==> src/rtl/wdog_pkg.sv <==
package wdog_pkg;
  localparam logic [7:0]  KEY_CTRL  = 8'hA5;
  localparam logic [7:0]  KEY_COUNT = 8'h5A;
  localparam logic [7:0]  KEY_RCTL  = 8'h5A;
  localparam logic [15:0] FLAG_CLEAR_WORD = 16'hA500;

  localparam logic [2:0] OFS_CTRL  = 3'd0;
  localparam logic [2:0] OFS_COUNT = 3'd2;
  localparam logic [2:0] OFS_RCTL  = 3'd4;

  function automatic int max_div_log2(input int sel_w);
    return (sel_w >= 4) ? 22 : 14;
  endfunction
endpackage

==> src/rtl/wdog_prescaler.sv <==
module wdog_prescaler #(
  parameter int SEL_W    = 4,
  parameter int DIV_LOG2 = 22
) (
  input  logic             clk,
  input  logic             rst_n,
  input  logic             run,
  input  logic [SEL_W-1:0] sel,
  output logic             tick
);
  localparam int PW      = DIV_LOG2;
  localparam int SEL_MAX = (1 << SEL_W) - 1;

  logic [PW-1:0] pre_q, pre_d;
  logic [PW:0]   mask;
  int            shamt;

  always_comb begin
    shamt = (int'(sel) * DIV_LOG2) / SEL_MAX;
    mask  = ((PW+1)'(1) << shamt) - (PW+1)'(1);
    pre_d = run ? pre_q + PW'(1) : '0;
    tick  = run && (({1'b0, pre_q} & mask) == mask);
  end

  always_ff @(posedge clk or negedge rst_n) begin
    if (!rst_n) pre_q <= '0;
    else        pre_q <= pre_d;
  end
endmodule

==> src/rtl/wdog_counter.sv <==
module wdog_counter (
  input  logic       clk,
  input  logic       rst_n,
  input  logic       run,
  input  logic       tick,
  input  logic       load,
  input  logic [7:0] load_val,
  output logic [7:0] count,
  output logic       wrap
);
  logic [7:0] cnt_q, cnt_d;
  logic       cnt_en;

  always_comb begin
    cnt_en = load || tick;
    wrap   = tick && !load && (cnt_q == 8'hFF);
    cnt_d  = load ? load_val : cnt_q + 8'd1;
  end

  always_ff @(posedge clk or negedge rst_n) begin
    if (!rst_n)      cnt_q <= '0;
    else if (cnt_en) cnt_q <= cnt_d;
  end

  assign count = cnt_q;


  cnt_hold_chk: assert property (@(posedge clk) disable iff (!rst_n)
    (!run && !load) |=> $stable(cnt_q));


  ovf_wrap_chk: assert property (@(posedge clk) disable iff (!rst_n)
    wrap |=> (cnt_q == 8'h00));


  load_wins_chk: assert property (@(posedge clk) disable iff (!rst_n)
    load |=> (cnt_q == $past(load_val)));
endmodule

==> src/rtl/wdog_pulse.sv <==
module wdog_pulse #(
  parameter int PULSE_LEN = 8
) (
  input  logic clk,
  input  logic rst_n,
  input  logic fire,
  output logic pulse
);
  localparam int PW = $clog2(PULSE_LEN + 1);

  logic [PW-1:0] left_q, left_d;
  logic          left_en;

  always_comb begin
    left_en = fire || (left_q != '0);
    left_d  = fire ? PW'(PULSE_LEN) : left_q - PW'(1);
  end

  always_ff @(posedge clk or negedge rst_n) begin
    if (!rst_n)       left_q <= '0;
    else if (left_en) left_q <= left_d;
  end

  assign pulse = (left_q != '0);


  pulse_start_chk: assert property (@(posedge clk) disable iff (!rst_n)
    fire |=> pulse);


  pulse_idle_chk: assert property (@(posedge clk) disable iff (!rst_n)
    (!pulse && !fire) |=> !pulse);
endmodule

==> src/rtl/wdog_regs.sv <==
module wdog_regs
  import wdog_pkg::*;
#(
  parameter int SEL_W = 4
) (
  input  logic             clk,
  input  logic             rst_n,
  input  logic             wr,
  input  logic             rd,
  input  logic [2:0]       addr,
  input  logic [15:0]      wdata,
  input  logic [7:0]       count,
  input  logic             wrap,
  output logic [15:0]      rdata,
  output logic             run,
  output logic [SEL_W-1:0] sel,
  output logic             load,
  output logic [7:0]       load_val,
  output logic             fire
);
  logic             en_q, en_d, mode_q, mode_d, rsten_q, rsten_d;
  logic             flag_q, flag_d, armed_q, armed_d;
  logic [SEL_W-1:0] sel_q, sel_d;
  logic             ctrl_we, rctl_we, clr_req, peek;
  logic [4:0]       sel_ext;

  always_comb begin
    ctrl_we  = wr && (addr == OFS_CTRL)  && (wdata[15:8] == KEY_CTRL);
    load     = wr && (addr == OFS_COUNT) && (wdata[15:8] == KEY_COUNT);
    rctl_we  = wr && (addr == OFS_RCTL)  && (wdata[15:8] == KEY_RCTL);
    clr_req  = wr && (addr == OFS_RCTL)  && (wdata == FLAG_CLEAR_WORD);
    peek     = rd && (addr == OFS_RCTL)  && flag_q;
    load_val = wdata[7:0];

    en_d    = ctrl_we ? wdata[5] : en_q;
    mode_d  = ctrl_we ? wdata[6] : mode_q;
    sel_d   = ctrl_we ? wdata[SEL_W-1:0] : sel_q;
    rsten_d = rctl_we ? wdata[6] : rsten_q;

    flag_d  = flag_q;
    armed_d = armed_q || peek;
    if (clr_req && armed_q) begin
      flag_d  = 1'b0;
      armed_d = 1'b0;
    end
    if (wrap) flag_d = 1'b1;

    fire = wrap && mode_q && rsten_q;
  end

  always_ff @(posedge clk or negedge rst_n) begin
    if (!rst_n) begin
      en_q    <= 1'b0;
      mode_q  <= 1'b0;
      sel_q   <= '0;
      rsten_q <= 1'b0;
      flag_q  <= 1'b0;
      armed_q <= 1'b0;
    end else begin
      en_q    <= en_d;
      mode_q  <= mode_d;
      sel_q   <= sel_d;
      rsten_q <= rsten_d;
      flag_q  <= flag_d;
      armed_q <= armed_d;
    end
  end

  always_comb begin
    sel_ext = 5'(sel_q);
    case (addr)
      OFS_CTRL:  rdata = {8'h00, 1'b0, mode_q, en_q, sel_ext};
      OFS_COUNT: rdata = {8'h00, count};
      OFS_RCTL:  rdata = {8'h00, flag_q, rsten_q, 6'b0};
      default:   rdata = 16'h0000;
    endcase
  end

  assign run = en_q;
  assign sel = sel_q;


  ctrl_key_chk: assert property (@(posedge clk) disable iff (!rst_n)
    (wr && (addr == OFS_CTRL) && (wdata[15:8] != KEY_CTRL))
      |=> $stable({en_q, mode_q, sel_q}));


  clr_gate_chk: assert property (@(posedge clk) disable iff (!rst_n)
    (clr_req && !armed_q && flag_q) |=> flag_q);


  rctl_upd_chk: assert property (@(posedge clk) disable iff (!rst_n)
    rctl_we |=> (rsten_q == $past(wdata[6])));
endmodule

==> src/rtl/wdog_keyed.sv <==
module wdog_keyed
  import wdog_pkg::*;
#(
  parameter int SEL_W     = 4,
  parameter int PULSE_LEN = 8
) (
  input  logic        clk,
  input  logic        rst_n,
  input  logic        reg_wr,
  input  logic        reg_rd,
  input  logic [2:0]  reg_addr,
  input  logic [15:0] reg_wdata,
  output logic [15:0] reg_rdata,
  output logic        wdt_reset_out
);
  localparam int DIV_LOG2 = max_div_log2(SEL_W);

  logic             rst_meta, rst_sync;
  logic             run, tick, load, wrap, fire;
  logic [SEL_W-1:0] sel;
  logic [7:0]       load_val, count;

  always_ff @(posedge clk or negedge rst_n) begin
    if (!rst_n) begin
      rst_meta <= 1'b0;
      rst_sync <= 1'b0;
    end else begin
      rst_meta <= 1'b1;
      rst_sync <= rst_meta;
    end
  end

  wdog_regs #(.SEL_W(SEL_W)) u_regs (
    .clk(clk), .rst_n(rst_sync), .wr(reg_wr), .rd(reg_rd), .addr(reg_addr),
    .wdata(reg_wdata), .count(count), .wrap(wrap), .rdata(reg_rdata),
    .run(run), .sel(sel), .load(load), .load_val(load_val), .fire(fire)
  );

  wdog_prescaler #(.SEL_W(SEL_W), .DIV_LOG2(DIV_LOG2)) u_pre (
    .clk(clk), .rst_n(rst_sync), .run(run), .sel(sel), .tick(tick)
  );

  wdog_counter u_cnt (
    .clk(clk), .rst_n(rst_sync), .run(run), .tick(tick), .load(load),
    .load_val(load_val), .count(count), .wrap(wrap)
  );

  wdog_pulse #(.PULSE_LEN(PULSE_LEN)) u_pulse (
    .clk(clk), .rst_n(rst_sync), .fire(fire), .pulse(wdt_reset_out)
  );
endmodule

==> config.mk <==
export PLATFORM = sky130hd
export DESIGN_NAME = wdog_keyed
export DESIGN_NICKNAME = d
export VERILOG_FILES = /design/src/rtl/wdog_pkg.sv /design/src/rtl/wdog_prescaler.sv /design/src/rtl/wdog_counter.sv /design/src/rtl/wdog_pulse.sv /design/src/rtl/wdog_regs.sv /design/src/rtl/wdog_keyed.sv
export SDC_FILE = /design/constraint.sdc
export NUM_CORES = 1
export LEC_CHECK = 0
export ABC_AREA = 1
export BUFFER_PORTS_ARGS = -buffer_cell sky130_fd_sc_hd__buf_2
export CAP_MARGIN = 20
export CORE_MARGIN = 10
export CORE_UTILIZATION = 61
export DETAILED_ROUTE_END_ITERATION = 7
export PLACE_DENSITY = 0.9
export SYNTH_ARGS = -nofsm -noshare
export SYNTH_HDL_FRONTEND = slang
export SYNTH_HIERARCHICAL = 1
export SYNTH_SLANG_ARGS = --single-unit
==> constraint.sdc <==
create_clock -name clk -period 2.1 [get_ports clk]
set_clock_uncertainty 0.2 [all_clocks]
set_input_delay 0.21 -clock clk [delete_from_list [all_inputs] [get_ports clk]]
set_output_delay 0.21 -clock clk [all_outputs]
set_load 0.01 [all_outputs]
==> impl_metrics.env, run 1 <==
export IMPL_synthXorXnorAreaFrac_pct=0.203
export IMPL_fp_dieH_um=104
export IMPL_ys_types=46
export IMPL_root_buffer="clkbuf_8"
export IMPL_synth_edf_count=0
export IMPL_ys_seq_elements=45
export IMPL_gr_usage_all_layers_pct=63.8
export IMPL_io_buffers=31
export IMPL_synth_area_sq_um=4300
export IMPL_run_stop_error="[ERROR GRT-0232] Routing congestion too high. Check the congestion heatmap in the GUI."
export IMPL_seq_area_frac_synth_pct=26.2
export IMPL_worst_endpoint_kind="sequential cell input"
export IMPL_ys_flop_type="dfrtp_1"
export IMPL_post_dp_cell_area_sq_um=5380
export IMPL_grt_remaining_overflow=47
export IMPL_yosys_warnings=6
export IMPL_crit_endpoint="u_pulse/left_q[0]$_DFFE_PN0P_/D"
export IMPL_status="stopped before the end"
export IMPL_cts_buffers_inserted=5
export IMPL_grt_max_degree=28
export IMPL_cts_max_level=2
export IMPL_synth_compound_area_share_pct=9.27
export IMPL_fp_row_count=30
export IMPL_clk_path_buf_depth=2
export IMPL_avgSynthCellArea_sq_um=6.64
export IMPL_synth_fa_ha_area_share_pct=6.28
export IMPL_yosys_area_share_simple_pct=44.9
export IMPL_synthArstFlopShare_pct=100
export IMPL_ios=40
export IMPL_dieWidth_um=104
export IMPL_start_util_pct=63.0
export IMPL_cts_sinks=45
export IMPL_syn_inst=648
export IMPL_synth_top_family_by_area="simple AND/OR/NAND/NOR gates"
export IMPL_synthMuxAreaShare_pct=0
export IMPL_place_detailed_hpwl_um=10400
export IMPL_haltStage="global routing"
export IMPL_gp_congestion=0.976
==> kinds of logic after synthesis <==
logic type | count (synthesis)
flip-flops | 45
XOR/XNOR | 1
AND/OR/NAND/NOR | 384
buffers and inverters | 129
adder cells (fa/ha/maj) | 21
AO/OA/AOI/OAI | 66
other | 2
==> per-stage QoR <==
| step | cells | setup slack [ns] | TNS [ns] |
|---|---|---|---|
| floorplan | 655 | -3.57 | -43.37 |
| global placement | 855 | -3.65 | -46.58 |
| detailed placement | 855 | -3.94 | -50.80 |
| CTS | 902 | -3.79 | -50.69 |
==> synth_stat cells, types with 2 or more instances <==
library cell	number	area (sq um)
nand3_1	65	325
inv_2	13	48.8
inv_1	93	349
nor2_2	6	37.5
buf_4	16	120
ha_1	20	250
o21ai_2	2	17.5
conb_1	2	7.51
nand2_1	155	582
nand2_2	8	50.1
nor2_8	2	40.0
o211ai_1	3	22.5
nand4_1	20	125
a22oi_1	7	52.6
nor3_1	14	70.1
nand3b_1	3	22.5
dfrtp_1	45	1130
o21ai_0	17	85.1
o21ai_1	5	25.0
clkbuf_1	2	7.51
a21oi_1	20	100
nor2_1	73	274
nor3_2	2	20.0
nor4_1	5	31.3
nand3_2	9	90.1
nand4_2	4	50.1
a31oi_1	3	18.8
nor2_4	9	101
o21bai_1	2	15.0
buf_6	2	22.5
nand2_4	6	67.6
==> per-layer routing <==
| layer | GRT overflow | global-route usage [%] |
|---|---|---|
| met1 | 0 | 60.3 |
| met2 | 23 | 76.1 |
| met3 | 0 | 58.8 |
| met4 | 24 | 65.6 |
| met5 | 0 | 9.52 |
==> what timing repair did <==
action,CTS
hold buffers,5
setup buffers,33
cloned,1
hold endpoints to repair,8
pin swaps,41
endpoints found under the setup margin,22
resized for setup,71
==> run 2: changes to the inputs <==
Settings changed: CORE_UTILIZATION 61 to 40, PLACE_DENSITY 0.9 to not set, PLACE_DENSITY_LB_ADDON set to 0.15.
==> run 2 against run 1 <==
The flow now finishes, with violations (negative hold slack, negative setup slack). Synthesized area unchanged. Synthesized cell count unchanged.
==> impl_metrics.env, run 2 <==
export IMPL_path_max_fanout=6
export IMPL_grt_remaining_overflow=0
export IMPL_hold_ws_ns=-0.00421
export IMPL_fin_ws_ns=-3.82
export IMPL_start_util_pct=41.3
export IMPL_drc=0
export IMPL_first_iter_violations=231
export IMPL_timing_fmax_mhz=169
export IMPL_synth_area_sq_um=4300
export IMPL_place_detailed_hpwl_um=9450
export IMPL_rsz0062_at_grt="true"
export IMPL_grt_pass1_vias=4639
export IMPL_post_drt_wl_per_cell_um=13.2
export IMPL_cts_buffers_inserted=5
export IMPL_core_area_sq_um=10400
export IMPL_clk_path_buf_depth=2
export IMPL_fp_row_count=37
export IMPL_cp_common_cell="nand2_1"
export IMPL_cts_sinks=45
export IMPL_fillers=968
export IMPL_synth_top_cell_area_share_pct=26.2
export IMPL_power_density_nw_per_um2=300
export IMPL_ios=40
export IMPL_violations="negative hold slack, negative setup slack"
export IMPL_fin_crit_sh_pct=282
export IMPL_gp_congestion=0.910
export IMPL_crit_required_ns=2.10
export IMPL_ys_flop_type="dfrtp_1"
export IMPL_avgSynthCellArea_sq_um=6.64
export IMPL_drive_above_1_share_pct=41.0
export IMPL_largest_register_ffs=22
export IMPL_die_area_sq_um=15300
export IMPL_reg2reg_depth=47
export IMPL_io_buffers=31
export IMPL_gr_usage_all_layers_pct=16.2
export IMPL_synth_edf_count=0
export IMPL_cts_tree="built"
export IMPL_status="finished, violations left"
export IMPL_slowest_stage="dfrtp_2"
export IMPL_grt_pass1_wl_um=20700
export IMPL_yosysMostFrequentCell="nand2_1"
export IMPL_crit_type="flop to flop"
export IMPL_n_antenna_cell=0
export IMPL_yosys_warnings=6
export IMPL_drt_wl_total_um=12400
export IMPL_firstDrtPassIters=5
export IMPL_yosysTopAreaCell="dfrtp_1"
export IMPL_syn_inst=648
export IMPL_final_cell_mix="nand2_1, buf_4, inv_1"
export IMPL_mostFrequentLayoutCell="nand2_1"
export IMPL_clock_latency_ns=0.30
export IMPL_finalSetupViolCount=21
export IMPL_arrival_ns=5.92
export IMPL_timing_hold_violations_final=15
export IMPL_finish_net_count=850
export IMPL_ys_seq_elements=45
export IMPL_seq_area_frac_synth_pct=26.2
export IMPL_dieWidth_um=124
export IMPL_synthArstFlopShare_pct=100
export IMPL_path_clk_slew_ns=0.10
export IMPL_max_cap_violations=0
export IMPL_cp_end_kind="flop"
export IMPL_slew_violations=0
export IMPL_ys_types=46
export IMPL_ir_drop_uv=360
export IMPL_total_power_uw=1870
export IMPL_antenna_left=0
export IMPL_cts_max_level=2
export IMPL_syn_to_final_growth_pct=44.5
export IMPL_synth_area_leaders="dfrtp_1, nand2_1, inv_1"
export IMPL_num_vias=4741
export IMPL_leakage_uw=0.00328
export IMPL_antenna_found_initial=0
export IMPL_setup_tns_final_ns=-50.80
export IMPL_largest_register="u_pre/pre_q"
export IMPL_fp_dieH_um=124
export IMPL_critical_path_max_stage_delay_ns=0.45
export IMPL_vias_per_cell=5.03
export IMPL_period_needed_ns=5.92
export IMPL_min_path_type="flop to asynchronous set/reset pin"
export IMPL_crit_path_start_kind="flop"
export IMPL_grt_max_degree=19
export IMPL_synth_commonest_cells="nand2_1, inv_1, nor2_1, nand3_1, dfrtp_1"
export IMPL_root_buffer="clkbuf_8"
export IMPL_pre_cts_ws_ns=-3.85
-- run 2: cell counts after synthesis --
Identical to the previous run, type by type.
-- run 2: layout make-up --
cell class / instances / area (sq um) / area share [%]
sequential: 45 / 1130 / 18.2
tap: 136 / 170 / 2.74
clock inverter: 3 / 50.0 / 0.805
multi-input combinational: 482 / 3180 / 51.1
inverter: 108 / 417 / 6.70
timing repair buffer: 164 / 1200 / 19.3
clock buffer: 5 / 68.8 / 1.11
-- run 2: cells by family (layout without fill, tap and decap cells) --
kind of cell	after synthesis	after routing	share of synthesized area (%)
xor gates and xnor gates	1	1	0.204
other	2	9	0.174
DFF	45	45	26.2
buffers and inverters	129	280	13.1
and+or+nand+nor	384	385	44.9
AOI/OAI and AO/OA	66	66	9.27
adders and majority gates	21	21	6.28
-- run 2: critical path: cells and delay by family, from the launching register on --
kind,cells,cell delay [ns]
adders and majority gates,4,1.16
buffers and inverters,10,0.94
DFF,1,0.45
and+or+nand+nor,33,3.07
-- run 2: metrics by stage --
stage | util, % | instances | instance area (sq um)
after floorplan | - | 655 | 4540
after global placement | 52.2 | 897 | 5440
after detailed placement | 52.2 | 897 | 5440
after CTS | 56.9 | 933 | 5930
after global routing | 59.7 | 943 | 6220
final | 59.7 | 943 | 6220
-- run 2: worst paths after layout --
path / startpoint / endpoint / slack [ns]
setup / recovery: u_regs/sel[2]$_DFFE_PN0P_ / u_pulse/left_q[1]$_DFFE_PN0P_ / -3.82
hold / removal: rst_sync$_DFF_PN0_ / u_pre/pre_q[13]$_DFF_PN0_ / -0.004
setup reg to reg: u_regs/sel[2]$_DFFE_PN0P_ / u_pulse/left_q[1]$_DFFE_PN0P_ / -3.82
hold reg to reg: rst_sync$_DFF_PN0_ / u_pre/pre_q[13]$_DFF_PN0_ / -0.004
max in group asynchronous: rst_n / rst_sync$_DFF_PN0_ / 0.99
min in group clk: reg_wdata[0] / u_cnt/count[0]$_DFFE_PN0P_ / 0
-- run 2: layer usage --
layer / vias up / share of wire, % / global-route usage, %
li1: 2402 / - / -
met1: 2194 / 42 / 19.3
met2: 125 / 51 / 29.0
met3: 20 / 5.2 / 2.90
met4: 0 / 1.8 / 4.37
met5: - / 0 / 0
-- run 2: what timing repair did --
action,in CTS,in global routing
endpoints found under the hold margin,13,0
pin swaps,29,37
setup buffers,19,13
setup endpoints to repair,21,23
cloned,1,0
hold buffers,9,0
gates resized for setup,39,60
-- run 2: where the power goes --
group	switching (uW)	total, uW	internal, uW
sequential	17.1	891	874
combinational	156	272	116
clock	338	703	365
No activity file was read; power rests on OpenSTA's default activity.
==> run 3: changes to the inputs <==
Settings changed: PLACE_DENSITY set to 0.54, PLACE_DENSITY_LB_ADDON 0.15 to not set.
==> run 3 against run 2 <==
The run ends with negative setup slack left. Sequential power is 0.6% lower. Non-clock buffer count up 21. Combinational power is 4% higher. Critical path type unchanged. Highest routed layer unchanged.
==> impl_metrics.env, run 3 (same netlist as run 2, synthesis figures left out) <==
export IMPL_status="finished, violations left"
export IMPL_violations="negative setup slack"
export IMPL_critical_path_max_stage_delay_ns=0.46
export IMPL_cp_common_cell="nand2_1"
export IMPL_grt_pass1_wl_um=21100
export IMPL_regToRegStartpoint="u_regs/sel[2]$_DFFE_PN0P_"
export IMPL_dr_wl_met2_um=6580
export IMPL_num_vias=4753
export IMPL_vias_per_cell=4.93
export IMPL_max_cap_violations=0
export IMPL_drt_wl_total_um=12900
export IMPL_cts_max_level=2
export IMPL_p_switching_uw=501
export IMPL_seq_area_sq_um=1130
export IMPL_root_buffer="clkbuf_8"
export IMPL_start_util_pct=41.3
export IMPL_pwr_share_comb_pct=16.3
export IMPL_crit_type="flop to flop"
export IMPL_slew_violations=0
export IMPL_top_layer="met4"
export IMPL_place_detailed_hpwl_um=9640
export IMPL_post_drt_wl_per_cell_um=13.4
export IMPL_met1Wirelength_um=5680
export IMPL_clkPwrFrac_pct=32.5
export IMPL_finish_net_count=871
export IMPL_r2r_slack_ns=-3.84
export IMPL_mostFrequentLayoutCell="nand2_1"
export IMPL_io_buffers=31
export IMPL_multiInputGateArea_sq_um=3240
export IMPL_fp_dieH_um=124
export IMPL_crit_required_ns=2.14
export IMPL_antenna_found_initial=0
export IMPL_firstDrtPassIters=4
export IMPL_cts_buffers_inserted=5
export IMPL_power_share_switching_pct=28.9
export IMPL_fin_ws_ns=-3.84
export IMPL_leakage_uw=0.00337
export IMPL_rsz0062_at_grt="true"
export IMPL_drc=0
export IMPL_grt_max_degree=32
export IMPL_gr_usage_all_layers_pct=16.6
export IMPL_dieWidth_um=124
export IMPL_cts_tree="built"
export IMPL_timing_hold_violations_final=0
export IMPL_die_area_sq_um=15300
export IMPL_slowest_stage="dfrtp_2"
export IMPL_r2r_end="u_cnt/count[7]$_DFFE_PN0P_"
export IMPL_worstMarginPinSlew_ns=0.607
export IMPL_largest_register_ffs=22
export IMPL_gp_congestion=0.892
export IMPL_cts_sinks=45
export IMPL_syn_to_final_growth_pct=50.5
export IMPL_p_int_uw=1230
export IMPL_fillers=967
export IMPL_crit_path_start_kind="flop"
export IMPL_fin_crit_sh_pct=283
export IMPL_reg2reg_depth=48
export IMPL_timing_fmax_mhz=168
export IMPL_period_needed_ns=5.94
export IMPL_design_area_sq_um=6480
export IMPL_total_power_uw=1730
export IMPL_final_cell_mix="nand2_1, buf_4, inv_1"
export IMPL_post_dp_cell_area_sq_um=5470
export IMPL_power_density_nw_per_um2=267
export IMPL_clk_path_buf_depth=2
export IMPL_cp_end_kind="flop"
export IMPL_core_area_sq_um=10400
export IMPL_finalSetupViolCount=18
export IMPL_path_clk_slew_ns=0.09
export IMPL_seqPwrFrac_pct=51.1
export IMPL_max_slew_margin_rel_pct=59.4
export IMPL_fp_row_count=37
export IMPL_first_iter_violations=242
export IMPL_dr_wl_met3_um=413
export IMPL_arrival_ns=5.98
export IMPL_clock_latency_ns=0.31
export IMPL_min_path_type="flop to asynchronous set/reset pin"
export IMPL_n_antenna_cell=0
export IMPL_largest_register="u_pre/pre_q"
export IMPL_ios=40
export IMPL_grt_remaining_overflow=0
export IMPL_finish_utilization_pct=62.2
export IMPL_grt_pass1_vias=4669
export IMPL_drive_above_1_share_pct=42.8
export IMPL_antenna_left=0
export IMPL_ir_drop_uv=496
export IMPL_path_max_fanout=8
## run 3: changes by cell type in the layout (fill, tap and decap cells not counted), sizes merged
cell and delta:
clkinvlp +1, dlygate4sd3 +3, bufinv -1, buf +18
## run 3: final cells by class
cell class	count	share of cell area [%]
multi-input combinational	482	50.0
inverter	108	6.43
clock inverter	3	0.328
clock buffer	5	1.06
tap	136	2.63
timing repair buffer	185	22.1
sequential	45	17.5
## run 3: stage by stage
step                hold slack, ns  setup TNS, ns  cells  setup slack, ns
floorplan                   -0.286         -43.37    655            -3.57
CTS                         0.0520         -48.88    961            -3.72
global route                0.0653         -56.92    964            -4.28
finish                      0.0351         -50.38    964            -3.84
global placement            -0.206         -46.96    899            -3.64
detailed placement          -0.201         -50.20    899            -3.90
## run 3: power groups by stage
stage	sequential, uW	clock (uW)	combinational [uW]
floorplan	911	0	162
global placement	907	0	233
detailed placement	907	0	234
CTS	885	585	269
global route	887	617	312
finish	886	563	283
## run 3: worst max-delay path by stage
stage                     depth (start not counted)                       endpoint                      start  slack, ns
after detailed placement                         43  u_pulse/left_q[1]$_DFFE_PN0P_  u_regs/sel[2]$_DFFE_PN0P_      -3.90
after CTS                                        46  u_pulse/left_q[1]$_DFFE_PN0P_  u_regs/sel[2]$_DFFE_PN0P_      -3.72
after global placement                           46  u_pulse/left_q[1]$_DFFE_PN0P_  u_regs/sel[2]$_DFFE_PN0P_      -3.64
final                                            48     u_cnt/count[7]$_DFFE_PN0P_  u_regs/sel[2]$_DFFE_PN0P_      -3.84
after floorplan                                  46  u_pulse/left_q[1]$_DFFE_PN0P_  u_regs/sel[2]$_DFFE_PN0P_      -3.57
after global routing                             49  u_pulse/left_q[0]$_DFFE_PN0P_  u_regs/sel[2]$_DFFE_PN0P_      -4.28
## run 3: critical path, delay by kind of cell, from the launching register on
kind	cells	cell delay (ns)
buf+inv	11	1.06
fa+ha+maj	5	1.13
simple gates	30	2.84
flops	1	0.46
compound gates	2	0.19
## run 3: metal layers
metal  track usage (%)  vias to the layer above
li1                  -                     2448
met1              20.7                     2193
met2              29.7                       91
met3              1.81                       21
met4              4.15                        0
met5                 0                        -
## run 3: repair_timing
item                                    in CTS  in global routing
hold endpoints to repair                    29                  0
endpoints found under the setup margin      22                 26
hold buffers                                12                  0
pin swaps                                   36                 22
buffers inserted                            42                 17
gates cloned                                 1                  0
gates resized for setup                     48                 66
